`config.mk`:
```
export PLATFORM = sky130hd
export DESIGN_NAME = wait_state_ctrl
export DESIGN_NICKNAME = d
export VERILOG_FILES = /design/src/rtl/wsc_pkg.sv /design/src/rtl/wsc_cfg_regs.sv /design/src/rtl/wsc_region_dec.sv /design/src/rtl/wsc_wait_cnt.sv /design/src/rtl/wait_state_ctrl.sv
export SDC_FILE = /design/constraint.sdc
export NUM_CORES = 1
export LEC_CHECK = 0
export BUFFER_PORTS_ARGS = -buffer_cell sky130_fd_sc_hd__buf_2
export CAP_MARGIN = 20
export CORE_MARGIN = 2
export CORE_UTILIZATION = 35
export CTS_BUF_LIST = sky130_fd_sc_hd__clkbuf_16
export DETAILED_ROUTE_END_ITERATION = 8
export PLACE_DENSITY = 0.51
export SYNTH_ARGS = -nofsm -noshare
export SYNTH_HDL_FRONTEND = slang
export SYNTH_HIERARCHICAL = 1
export SYNTH_SLANG_ARGS = --single-unit
```
`constraint.sdc`:
```
create_clock -name clk -period 4.75 [get_ports clk]
set_clock_uncertainty 0.1 [all_clocks]
set_input_delay 0.475 -clock clk [delete_from_list [all_inputs] [get_ports clk]]
set_output_delay 0.475 -clock clk [all_outputs]
set_load 0.005 [all_outputs]
```
`src/rtl/wsc_pkg.sv`:
```
package wsc_pkg;
  typedef enum logic [1:0] {
    KIND_CPU  = 2'd0,
    KIND_DMA  = 2'd1,
    KIND_RFSH = 2'd2,
    KIND_ALT  = 2'd3
  } wsc_kind_e;

  localparam int MEM_BLOCKS = 5;
  localparam int IO_BLOCKS  = 3;
  localparam int MEM_BNDS   = 4;
  localparam int IO_BNDS    = 2;
endpackage

```
`src/rtl/wsc_cfg_regs.sv`:
```
module wsc_cfg_regs
  import wsc_pkg::*;
#(
  parameter int DATA_W = 8,
  parameter int WAIT_W = 2,
  parameter int IDX_W  = 4
) (
  input  logic                                clk,
  input  logic                                rst_n,
  input  logic                                cfg_we,
  input  logic [IDX_W-1:0]                    cfg_addr,
  input  logic [DATA_W-1:0]                   cfg_wdata,
  output logic                                mem5_en,
  output logic                                io_split,
  output logic [MEM_BLOCKS-1:0][WAIT_W-1:0]   mem_wait,
  output logic [IO_BLOCKS-1:0][WAIT_W-1:0]    io_wait,
  output logic [WAIT_W-1:0]                   dma_wait,
  output logic [WAIT_W-1:0]                   rf_wait,
  output logic [MEM_BNDS-1:0][DATA_W-1:0]     mem_bnd,
  output logic [IO_BNDS-1:0][DATA_W-1:0]      io_bnd
);
  localparam logic [WAIT_W-1:0] WAIT_RST = '1;
  localparam logic [DATA_W-1:0] QTR      = DATA_W'(1) << (DATA_W - 2);
  localparam logic [DATA_W-1:0] SIXT     = DATA_W'(1) << (DATA_W - 4);
  localparam logic [DATA_W-1:0] MB0_RST  = SIXT;
  localparam logic [DATA_W-1:0] MB1_RST  = QTR;
  localparam logic [DATA_W-1:0] MB2_RST  = QTR * 3;
  localparam logic [DATA_W-1:0] MB3_RST  = SIXT * 15;

  // write decode, brought out for the assertions
  logic we_ctrl, we_mw, we_mixw, we_fix;
  assign we_ctrl = cfg_we && (cfg_addr == IDX_W'(0));
  assign we_mw   = cfg_we && (cfg_addr == IDX_W'(1));
  assign we_mixw = cfg_we && (cfg_addr == IDX_W'(2));
  assign we_fix  = cfg_we && (cfg_addr == IDX_W'(3));

  always_ff @(posedge clk) begin
    if (!rst_n) begin
      mem5_en  <= 1'b0;
      io_split <= 1'b0;
      dma_wait <= WAIT_RST;
      rf_wait  <= WAIT_RST;
    end else begin
      if (we_ctrl) begin
        mem5_en  <= cfg_wdata[0];
        io_split <= cfg_wdata[1];
      end
      if (we_fix) begin
        dma_wait <= cfg_wdata[0 +: WAIT_W];
        rf_wait  <= cfg_wdata[WAIT_W +: WAIT_W];
      end
    end
  end

  // four memory wait fields share register 1
  for (genvar i = 0; i < MEM_BLOCKS - 1; i++) begin : g_mw
    always_ff @(posedge clk) begin
      if (!rst_n)     mem_wait[i] <= WAIT_RST;
      else if (we_mw) mem_wait[i] <= cfg_wdata[i*WAIT_W +: WAIT_W];
    end
  end

  // upper-sub memory wait and the three I/O waits share register 2
  always_ff @(posedge clk) begin
    if (!rst_n)       mem_wait[MEM_BLOCKS-1] <= WAIT_RST;
    else if (we_mixw) mem_wait[MEM_BLOCKS-1] <= cfg_wdata[0 +: WAIT_W];
  end

  for (genvar j = 0; j < IO_BLOCKS; j++) begin : g_iw
    always_ff @(posedge clk) begin
      if (!rst_n)       io_wait[j] <= WAIT_RST;
      else if (we_mixw) io_wait[j] <= cfg_wdata[(j+1)*WAIT_W +: WAIT_W];
    end
  end

  for (genvar k = 0; k < MEM_BNDS; k++) begin : g_mb
    always_ff @(posedge clk) begin
      if (!rst_n)
        mem_bnd[k] <= (k == 0) ? MB0_RST : (k == 1) ? MB1_RST : (k == 2) ? MB2_RST : MB3_RST;
      else if (cfg_we && cfg_addr == IDX_W'(4 + k))
        mem_bnd[k] <= cfg_wdata;
    end
  end

  for (genvar m = 0; m < IO_BNDS; m++) begin : g_ib
    always_ff @(posedge clk) begin
      if (!rst_n)
        io_bnd[m] <= (m == 0) ? MB1_RST : MB2_RST;
      else if (cfg_we && cfg_addr == IDX_W'(4 + MEM_BNDS + m))
        io_bnd[m] <= cfg_wdata;
    end
  end

  AST_CFG_HOLD: assert property (@(posedge clk) disable iff (!rst_n)
    !cfg_we |=> ($stable(mem_wait) && $stable(io_wait) && $stable(mem5_en) && $stable(io_split)));
endmodule

```
`src/rtl/wsc_region_dec.sv`:
```
module wsc_region_dec
  import wsc_pkg::*;
#(
  parameter int CMP_W  = 8,
  parameter int WAIT_W = 2
) (
  input  logic                               clk,
  input  logic                               rst_n,
  input  logic [CMP_W-1:0]                   mem_hi,
  input  logic [CMP_W-1:0]                   io_hi,
  input  logic                               is_io,
  input  logic [1:0]                         kind,
  input  logic                               mem5_en,
  input  logic                               io_split,
  input  logic [MEM_BNDS-1:0][CMP_W-1:0]     mem_bnd,
  input  logic [IO_BNDS-1:0][CMP_W-1:0]      io_bnd,
  input  logic [MEM_BLOCKS-1:0][WAIT_W-1:0]  mem_wait,
  input  logic [IO_BLOCKS-1:0][WAIT_W-1:0]   io_wait,
  input  logic [WAIT_W-1:0]                  dma_wait,
  input  logic [WAIT_W-1:0]                  rf_wait,
  output logic [WAIT_W-1:0]                  load_wait
);
  function automatic logic [MEM_BLOCKS-1:0] mem_block(
    input logic [CMP_W-1:0] hi, input logic [MEM_BNDS-1:0][CMP_W-1:0] b, input logic five);
    logic [MEM_BLOCKS-1:0] r;
    r = '0;
    if (five && hi < b[0])       r[0] = 1'b1;
    else if (five && hi >= b[3]) r[4] = 1'b1;
    else if (hi < b[1])          r[1] = 1'b1;
    else if (hi < b[2])          r[2] = 1'b1;
    else                         r[3] = 1'b1;
    return r;
  endfunction

  function automatic logic [IO_BLOCKS-1:0] io_block(
    input logic [CMP_W-1:0] hi, input logic [IO_BNDS-1:0][CMP_W-1:0] b, input logic split);
    logic [IO_BLOCKS-1:0] r;
    r = '0;
    if (!split)        r[1] = 1'b1;
    else if (hi < b[0]) r[0] = 1'b1;
    else if (hi < b[1]) r[1] = 1'b1;
    else               r[2] = 1'b1;
    return r;
  endfunction

  logic [MEM_BLOCKS-1:0] mem_sel;
  logic [IO_BLOCKS-1:0]  io_sel;
  logic [WAIT_W-1:0]     mem_pick, io_pick;

  assign mem_sel = mem_block(mem_hi, mem_bnd, mem5_en);
  assign io_sel  = io_block(io_hi, io_bnd, io_split);

  always_comb begin
    mem_pick = '0;
    io_pick  = '0;
    for (int i = 0; i < MEM_BLOCKS; i++) if (mem_sel[i]) mem_pick |= mem_wait[i];
    for (int j = 0; j < IO_BLOCKS; j++)  if (io_sel[j])  io_pick  |= io_wait[j];
    case (wsc_kind_e'(kind))
      KIND_DMA:  load_wait = dma_wait;
      KIND_RFSH: load_wait = rf_wait;
      default:   load_wait = is_io ? io_pick : mem_pick;
    endcase
  end

  AST_MEM_ONE_BLOCK: assert property (@(posedge clk) disable iff (!rst_n)
    $countones(mem_sel) == 1);
  AST_NO_SUB_IN_THREE: assert property (@(posedge clk) disable iff (!rst_n)
    !mem5_en |-> (!mem_sel[0] && !mem_sel[4]));
  AST_IO_WHOLE_SPACE: assert property (@(posedge clk) disable iff (!rst_n)
    !io_split |-> (io_sel == 3'b010));
endmodule

```
`src/rtl/wsc_wait_cnt.sv`:
```
module wsc_wait_cnt #(
  parameter int WAIT_W = 2
) (
  input  logic              clk,
  input  logic              rst_n,
  input  logic              cyc_start,
  input  logic [WAIT_W-1:0] load_wait,
  input  logic              rdy_sync,
  output logic              cyc_done
);
  logic              active;
  logic [WAIT_W-1:0] cnt;
  logic              expired;

  assign expired  = active && (cnt == '0);
  assign cyc_done = expired && rdy_sync;

  always_ff @(posedge clk) begin
    if (!rst_n) begin
      active <= 1'b0;
      cnt    <= '0;
    end else if (cyc_start) begin
      active <= 1'b1;
      cnt    <= load_wait;
    end else if (cyc_done) begin
      active <= 1'b0;
    end else if (active && cnt != '0) begin
      cnt <= cnt - 1'b1;
    end
  end

  AST_CNT_STEP: assert property (@(posedge clk) disable iff (!rst_n)
    (active && !cyc_start && cnt != '0) |=> (active && cnt == $past(cnt) - 1'b1));
  AST_WAIT_FOR_READY: assert property (@(posedge clk) disable iff (!rst_n)
    (expired && !rdy_sync && !cyc_start) |=> (active && cnt == '0));
  AST_DONE_SINGLE: assert property (@(posedge clk) disable iff (!rst_n)
    (cyc_done && !cyc_start) |=> !cyc_done);
  AST_START_LOADS: assert property (@(posedge clk) disable iff (!rst_n)
    cyc_start |=> (active && cnt == $past(load_wait)));
endmodule

```
`src/rtl/wait_state_ctrl.sv`:
```
module wait_state_ctrl
  import wsc_pkg::*;
#(
  parameter int MEM_AW = 20,
  parameter int IO_AW  = 16,
  parameter int DATA_W = 8,
  parameter int WAIT_W = 2,
  parameter int IDX_W  = 4
) (
  input  logic              clk,
  input  logic              rst_n,
  input  logic              cfg_we,
  input  logic [IDX_W-1:0]  cfg_addr,
  input  logic [DATA_W-1:0] cfg_wdata,
  input  logic              cyc_start,
  input  logic [MEM_AW-1:0] cyc_addr,
  input  logic              cyc_is_io,
  input  logic [1:0]        cyc_kind,
  input  logic              rdy_sync,
  output logic              cyc_done
);
  localparam int CMP_W = DATA_W;

  logic                              mem5_en, io_split;
  logic [MEM_BLOCKS-1:0][WAIT_W-1:0] mem_wait;
  logic [IO_BLOCKS-1:0][WAIT_W-1:0]  io_wait;
  logic [WAIT_W-1:0]                 dma_wait, rf_wait, load_wait;
  logic [MEM_BNDS-1:0][CMP_W-1:0]    mem_bnd;
  logic [IO_BNDS-1:0][CMP_W-1:0]     io_bnd;

  wsc_cfg_regs #(.DATA_W(DATA_W), .WAIT_W(WAIT_W), .IDX_W(IDX_W)) u_regs (
    .clk(clk), .rst_n(rst_n), .cfg_we(cfg_we), .cfg_addr(cfg_addr), .cfg_wdata(cfg_wdata),
    .mem5_en(mem5_en), .io_split(io_split), .mem_wait(mem_wait), .io_wait(io_wait),
    .dma_wait(dma_wait), .rf_wait(rf_wait), .mem_bnd(mem_bnd), .io_bnd(io_bnd)
  );

  wsc_region_dec #(.CMP_W(CMP_W), .WAIT_W(WAIT_W)) u_dec (
    .clk(clk), .rst_n(rst_n),
    .mem_hi(cyc_addr[MEM_AW-1 -: CMP_W]), .io_hi(cyc_addr[IO_AW-1 -: CMP_W]),
    .is_io(cyc_is_io), .kind(cyc_kind), .mem5_en(mem5_en), .io_split(io_split),
    .mem_bnd(mem_bnd), .io_bnd(io_bnd), .mem_wait(mem_wait), .io_wait(io_wait),
    .dma_wait(dma_wait), .rf_wait(rf_wait), .load_wait(load_wait)
  );

  wsc_wait_cnt #(.WAIT_W(WAIT_W)) u_cnt (
    .clk(clk), .rst_n(rst_n), .cyc_start(cyc_start), .load_wait(load_wait),
    .rdy_sync(rdy_sync), .cyc_done(cyc_done)
  );
endmodule

```
# Word-level counts from Yosys, hierarchy flattened
# Index checks and enable logic that the tools add are counted.
[word_totals] ff_bits=73 inputBits=40 wordCells=96
[op_classes] reduce_logical=21 magnitude_cmp=6 eq_ne=12 bitwise_logic=6 n_addsub=1 n_mux=30
[op_table] op="8-bit < comparator" n=5
[op_table] op="2-bit 2-to-1 mux" n=14
[op_table] op="4-bit by 3-bit equality test with 1-bit output, second input constant" n=4
[op_table] op="1-bit logical AND" n=15
[op_table] op="1-bit 2-to-1 mux" n=13
[op_table] op="2-bit bitwise OR" n=6
[op_table] op="4-bit by 2-bit equality test with 1-bit output, second input constant" n=2
[op_table] op="4-bit equality test, second input constant" n=2
[op_table] op="8-bit greater-or-equal comparator" n=1
[op_table] op="2-bit nonzero test" n=3
[op_table] op="4-bit by 1-bit equality test with 1-bit output, second input constant" n=1
[op_table] op="4-bit logical NOT" n=1
[op_table] op="4-bit 2-to-1 mux" n=1
[op_table] op="2-bit one-hot mux with 2 select lines" n=1
[op_table] op="3-bit 2-to-1 mux" n=1
[op_table] op="2-bit by 1-bit equality test with 1-bit output, second input constant" n=1
[op_table] op="2-bit equality test, second input constant" n=1
[op_table] op="2-bit logical NOT" n=1
[op_table] op="2-bit != test, second input constant" n=1
[op_table] op="2-bit AND reduction" n=1
[op_table] op="2-bit by 1-bit subtractor with 2-bit output, second input constant" n=1

# Longest topological paths before layout
[depth] ltp_word=15 depth_mapped=10

# Modules after synthesis
# The synthesis kept the hierarchy.
[by_module_without_submodules] mod="wsc_cfg_regs" n_inst=1 area_per_inst_um2=2727.6 cells_per_inst=267 seq_area_each_um2=1401.3
[by_module_without_submodules] mod="wsc_region_dec" n_inst=1 area_per_inst_um2=1348.8 cells_per_inst=188 seq_area_each_um2=0.0
[by_module_without_submodules] mod="wsc_wait_cnt" n_inst=1 area_per_inst_um2=165.2 cells_per_inst=19 seq_area_each_um2=60.1

# Least setup slack after synthesis
# No wires, ideal clock.
[synth_path] kind="input to register" from="input cyc_addr[14]" to="register u_cnt.cnt[0]" path_slack_ps=2422 cell_stages=9 required_ps=4580 path_buffers=0 arrival_time_ps=2158 setup_time_ps=70 path_cell_list="ha_1 > a211o_1 > a31oi_1 > o31ai_1 > and2_4 > o41a_1 > a31oi_1 > o21ai_0 > a21oi_1"
[synth_between] elab_chain_cells=15 word_cells_on_any_way=40 cone_classes="6 x order compare; 26 x mux; 6 x bitwise; 2 x reduce/logical"
[synth_rtl] element="start, declared" line="wait_state_ctrl.sv:16" rtl="input logic [MEM_AW-1:0] cyc_addr,"
[synth_rtl] element="8-bit < comparator" line="wsc_region_dec.sv:27" rtl="if (five && hi < b[0]) r[0] = 1'b1;"
[synth_rtl] element="1-bit logical AND" line="wsc_region_dec.sv:27"
[synth_rtl] element="1-bit 2-to-1 mux" line="wsc_region_dec.sv:27"
[synth_rtl] element="2-bit 2-to-1 mux" line="wsc_region_dec.sv:56" rtl="for (int i = 0; i < MEM_BLOCKS; i++) if (mem_sel[i]) mem_pick |= mem_wait[i];"
[synth_rtl] element="2-bit bitwise OR" line="wsc_region_dec.sv:56"
[synth_rtl] element="2-bit 2-to-1 mux" line="wsc_region_dec.sv:56"
[synth_rtl] element="2-bit bitwise OR" line="wsc_region_dec.sv:56"
[synth_rtl] element="2-bit 2-to-1 mux" line="wsc_region_dec.sv:56"
[synth_rtl] element="2-bit bitwise OR" line="wsc_region_dec.sv:56"
[synth_rtl] element="2-bit 2-to-1 mux" line="wsc_region_dec.sv:56"
[synth_rtl] element="2-bit bitwise OR" line="wsc_region_dec.sv:56"
[synth_rtl] element="2-bit 2-to-1 mux" line="wsc_region_dec.sv:56"
[synth_rtl] element="2-bit 2-to-1 mux *" line="wsc_region_dec.sv:61" rtl="default: load_wait = is_io ? io_pick : mem_pick;"
[synth_rtl] element="2-bit one-hot mux with 2 select lines *" line="wsc_region_dec.sv:58" rtl="case (wsc_kind_e'(kind))"
[synth_rtl] element="named net load_wait[0]" line="wait_state_ctrl.sv:27" rtl="logic [WAIT_W-1:0] dma_wait, rf_wait, load_wait;"
[synth_rtl] element="2-bit 2-to-1 mux *" line="wsc_wait_cnt.sv:22" rtl="end else if (cyc_start) begin"
[synth_rtl] element="end signal, assigned" line="wsc_wait_cnt.sv:24" rtl="cnt <= load_wait;"
[synth_rtl] element="end signal, assigned" line="wsc_wait_cnt.sv:28" rtl="cnt <= cnt - 1'b1;"
[synth_rtl] element="end, declared" line="wsc_wait_cnt.sv:12" rtl="logic [WAIT_W-1:0] cnt;"
# Mark *: on every way through the listed nets, which the timed path passes. The rest lies on a longest branch.
# A chain may end at the register's enable or synchronous reset.

# Final worst setup path
[layout_path] from="register u_regs/mem_bnd[26] (netlist bit)" to="register u_cnt.cnt[0]"
[layout_between] elab_chain_cells=14 word_cells_on_any_way=15 cone_classes="1 x order compare; 10 x mux; 3 x bitwise; 1 x reduce/logical"
[layout_rtl] element="start, declared" line="wsc_cfg_regs.sv:19" rtl="output logic [MEM_BNDS-1:0][DATA_W-1:0] mem_bnd,"
[layout_rtl] element="start signal, assigned by index" line="wsc_cfg_regs.sv:79" rtl="mem_bnd[k] <= (k == 0) ? MB0_RST : (k == 1) ? MB1_RST : (k == 2) ? MB2_RST : MB3_RST;"
[layout_rtl] element="start signal, assigned by index" line="wsc_cfg_regs.sv:81" rtl="mem_bnd[k] <= cfg_wdata;"
[layout_rtl] element="8-bit greater-or-equal comparator *" line="wsc_region_dec.sv:28" rtl="else if (five && hi >= b[3]) r[4] = 1'b1;"
[layout_rtl] element="1-bit logical AND *" line="wsc_region_dec.sv:28"
[layout_rtl] element="3-bit 2-to-1 mux" line="wsc_region_dec.sv:28"
[layout_rtl] element="4-bit 2-to-1 mux *" line="wsc_region_dec.sv:27"
[layout_rtl] element="2-bit 2-to-1 mux" line="wsc_region_dec.sv:56"
[layout_rtl] element="2-bit bitwise OR" line="wsc_region_dec.sv:56"
[layout_rtl] element="2-bit 2-to-1 mux" line="wsc_region_dec.sv:56"
[layout_rtl] element="2-bit bitwise OR" line="wsc_region_dec.sv:56"
[layout_rtl] element="2-bit 2-to-1 mux" line="wsc_region_dec.sv:56"
[layout_rtl] element="2-bit bitwise OR" line="wsc_region_dec.sv:56"
[layout_rtl] element="2-bit 2-to-1 mux *" line="wsc_region_dec.sv:56"
[layout_rtl] element="2-bit 2-to-1 mux *" line="wsc_region_dec.sv:61"
[layout_rtl] element="2-bit one-hot mux with 2 select lines *" line="wsc_region_dec.sv:58"
[layout_rtl] element="named net load_wait[0]" line="wait_state_ctrl.sv:27"
[layout_rtl] element="2-bit 2-to-1 mux *" line="wsc_wait_cnt.sv:22"
# Marks and branches as above.

==> summary.txt <==
Status
  – Status: complete, no violations

Logic synthesis
  – Number of synthesized flops with an enable pin: 0
  – Synthesis Warnings: 6
  – Syn_nets: 560
  – Seq/Total Area, Yosys: 34.5%
  – Mapped Cells: 474
  – Post-synthesis cell area: 0.00424 sq mm
  – Post-synth cell types: 49
  – Ys async rst share: 0%
  – Synth Register Bits: 73
  – Most common flop cell mapped by yosys: dfxtp_1
  – Post-Syn Area per Cell: 8.95 sq um

Clock network
  – Clk slew on worst S/H paths: 0.06 ns
  – Setup Fix Bufs, Post-CTS: 0
  – Resize count post-CTS: 0
  – # H-tree levels: 3
  – Post-CTS Hold Buffers: 0
  – Total CTS buffers: 9
  – CTS tree: built
  – Clock buffer depth: 2
  – Clock Latency Late Sink: 0.33 ns
  – CTS sink count: 73
  – Root buf cell: clkbuf_16

Placed design
  – DP Area: 0.00452 sq mm
  – Final GP Congestion: 0.801
  – Setup Slack @ Placement: 1.83 ns
  – Buffers added on ports: 32
  – DPL Wire Length: 7520 microns

Global routing
  – Initial antenna violation count: 0
  – Overflow after GRT: 0
  – Vias in the first global route: 3059
  – GRT Resource Usage Total: 16.5%
  – Global-route wire length before repair: 16300 microns
  – Largest net degree at the start of global routing: 60

Floorplan
  – Core area: 0.0119 sq mm
  – Core Rows: 40
  – Die Wd: 114 microns
  – DIE AREA: 0.0130 sq mm
  – I/O pin cnt: 41
  – Starting Density: 35.6%
  – Die height: 114 microns

Critical path
  – Critical Path AT: 2.78 ns
  – Critical Path RT: 4.91 ns
  – Crit path launch type: flop
  – Critical path type: flop to flop
  – CP Max Fanout: 5
  – Worst setup EP type: flop

Final layout
  – Final Cell Area: 0.00481 sq mm
  – Multi-input gate area: 0.00251 sq mm
  – Antenna fix cells: 0
  – Commonest non-fill, non-tap cell in the layout: dfxtp_1
  – # fillers: 1206
  – Commonest non-fill, non-tap cells in the layout: 73 x dfxtp_1, 65 x mux2i_1, 58 x nand2_1, 54 x inv_1, 46 x ha_1
  – Nets@finish: 589
  – Layout Utilization: 40.4%
  – Area grow syn2layout: 13.4%
  – Reg area: 0.00146 sq mm
  – Share of cells above drive strength 1: 12.4%

Run
  – Max cap viols: 0

STA
  – Hold WS: 0.298 ns
  – Fin crit period: 2.62 ns
  – Unrepaired setup endpoints after global routing: no
  – Hold Violations, Final: 0
  – Final setup fails: 0
  – Final period util: 55.1%
  – Max_slew headroom: 36.3%
  – Final setup TNS: 0 ns
  – Setup ws final: 2.13 ns
  – Achievable clock frequency: 0.382 GHz
  – Slew Viols, Final: 0
  – Slew @ Worst Pin: 0.955 ns

Pwr
  – Cell area power density: 301 mW/mm^2
  – P_leak: 0.00227 uW
  – Maximum vdd drop: 0.169 mV

Routing
  – Vias: 3184
  – Drt pass-1 iters: 4
  – DRT Wirelength: 10200 microns
  – Iter 0 DRT Violations: 148
  – Post-DRT Antenna Nets: 0
  – Vias per cell: 4.86
  – Routed length per instance: 15.6 microns
  – Residual DRC: 0

Hold path
  – Hold Crit Class: primary input to flop
==> cell usage after synthesis (2+ instances only) <==
master	number	area share, %
clkbuf_1	7	0.62
o31ai_1	2	0.35
nor3b_1	6	1.1
a21oi_1	25	2.9
and3b_1	2	0.41
and2_1	4	0.59
ha_1	46	14
o21ai_0	15	1.8
a221o_1	2	0.47
o21a_1	3	0.53
buf_2	4	0.47
a211o_1	2	0.41
nor2_1	8	0.71
and3_2	4	0.71
nand2_2	5	0.74
nand2_1	58	5.1
a221oi_1	2	0.41
inv_1	53	4.7
mux2i_1	65	15
and3_1	3	0.44
a2111oi_0	2	0.41
a211oi_1	3	0.53
nand2b_1	9	1.3
a31oi_1	2	0.29
dfxtp_1	73	34
o41ai_1	2	0.41
nor2b_1	35	5.2
o41a_1	2	0.53
nor3_1	4	0.47
nand3b_1	2	0.35
o211ai_1	3	0.53
buf_4	3	0.53
nand4_1	2	0.29
==> cell type report <==
cell class	count	share of cell area, %
Clock inverter	7	1.30
Multi-Input combinational cell	333	52.2
Clock buffer	9	4.68
Tap cell	147	3.83
Sequential cell	73	30.4
Timing Repair Buffer	33	3.49
Inverter	53	4.14
==> sequential cells by signal, indices dropped and copies added (netlist names) <==
register         count
u_cnt/active         1
u_regs/dma_wait      2
u_regs/mem_wait     10
u_regs/rf_wait       2
u_regs/mem5_en       1
u_regs/io_split      1
u_regs/io_bnd       16
u_cnt/cnt            2
u_regs/io_wait       6
u_regs/mem_bnd      32
==> cells by family (layout without fill, tap and decap cells) <==
family | after synthesis | in the layout | synth area share (%)
AND/OR/NAND/NOR | 150 | 150 | 19.2
XOR/XNOR | 1 | 1 | 0.207
buffers and inverters | 68 | 102 | 6.40
flip-flops | 73 | 73 | 34.5
multiplexers | 65 | 65 | 15.3
AO/OA/AOI/OAI | 71 | 71 | 10.8
adder cells (fa/ha/maj) | 46 | 46 | 13.6
==> final timing paths <==
| kind | start | end | slack, ns | cells after the start |
|---|---|---|---|---|
| worst max-delay path | u_regs/mem_bnd[26] | u_cnt/cnt[0] | 2.13 | 10 |
| worst min-delay path | cyc_start | u_cnt/cnt[1] | 0.30 | 3 |
| worst max register to register | u_regs/mem_bnd[26] | u_cnt/cnt[0] | 2.13 | 10 |
| worst min register to register | u_regs/mem_bnd[21] | u_regs/mem_bnd[21] | 0.35 | 2 |
==> worst max-delay path, stage by stage (launching register included) <==
cell	delay (ns)
dfxtp_1	0.32
inv_1	0.05
ha_1	0.30
a211o_1	0.29
a31oi_1	0.23
o31ai_1	0.22
and2_4	0.21
o41a_1	0.40
a31oi_1	0.18
o21ai_0	0.09
a21oi_1	0.16
==> per-stage QoR <==
step           std cells  total power [uW]
2_1_floorplan        474               739
3_3_place_gp         639               792
3_5_place_dp         639               796
4_1_cts              655              1460
5_1_grt              655              1520
6_report             655              1450
==> layer usage <==
metal / global-route usage, % / vias to the layer above / part of all wire (%)
met2: 26.1 / 43 / 44
li1: - / 1674 / -
met4: 5.20 / 0 / 1.4
met5: 0 / - / 0
met1: 22.8 / 1459 / 50
met3: 3.23 / 8 / 3.7
==> report_power, final <==
part | internal (uW) | switching (uW) | total, uW | leakage, uW
Combinational | 61.4 | 92.1 | 153 | 0.00154
Clock | 401 | 265 | 666 | 0.000140
Sequential | 623 | 5.77 | 628 | 0.000591
Power figures use the tool's default switching activity.
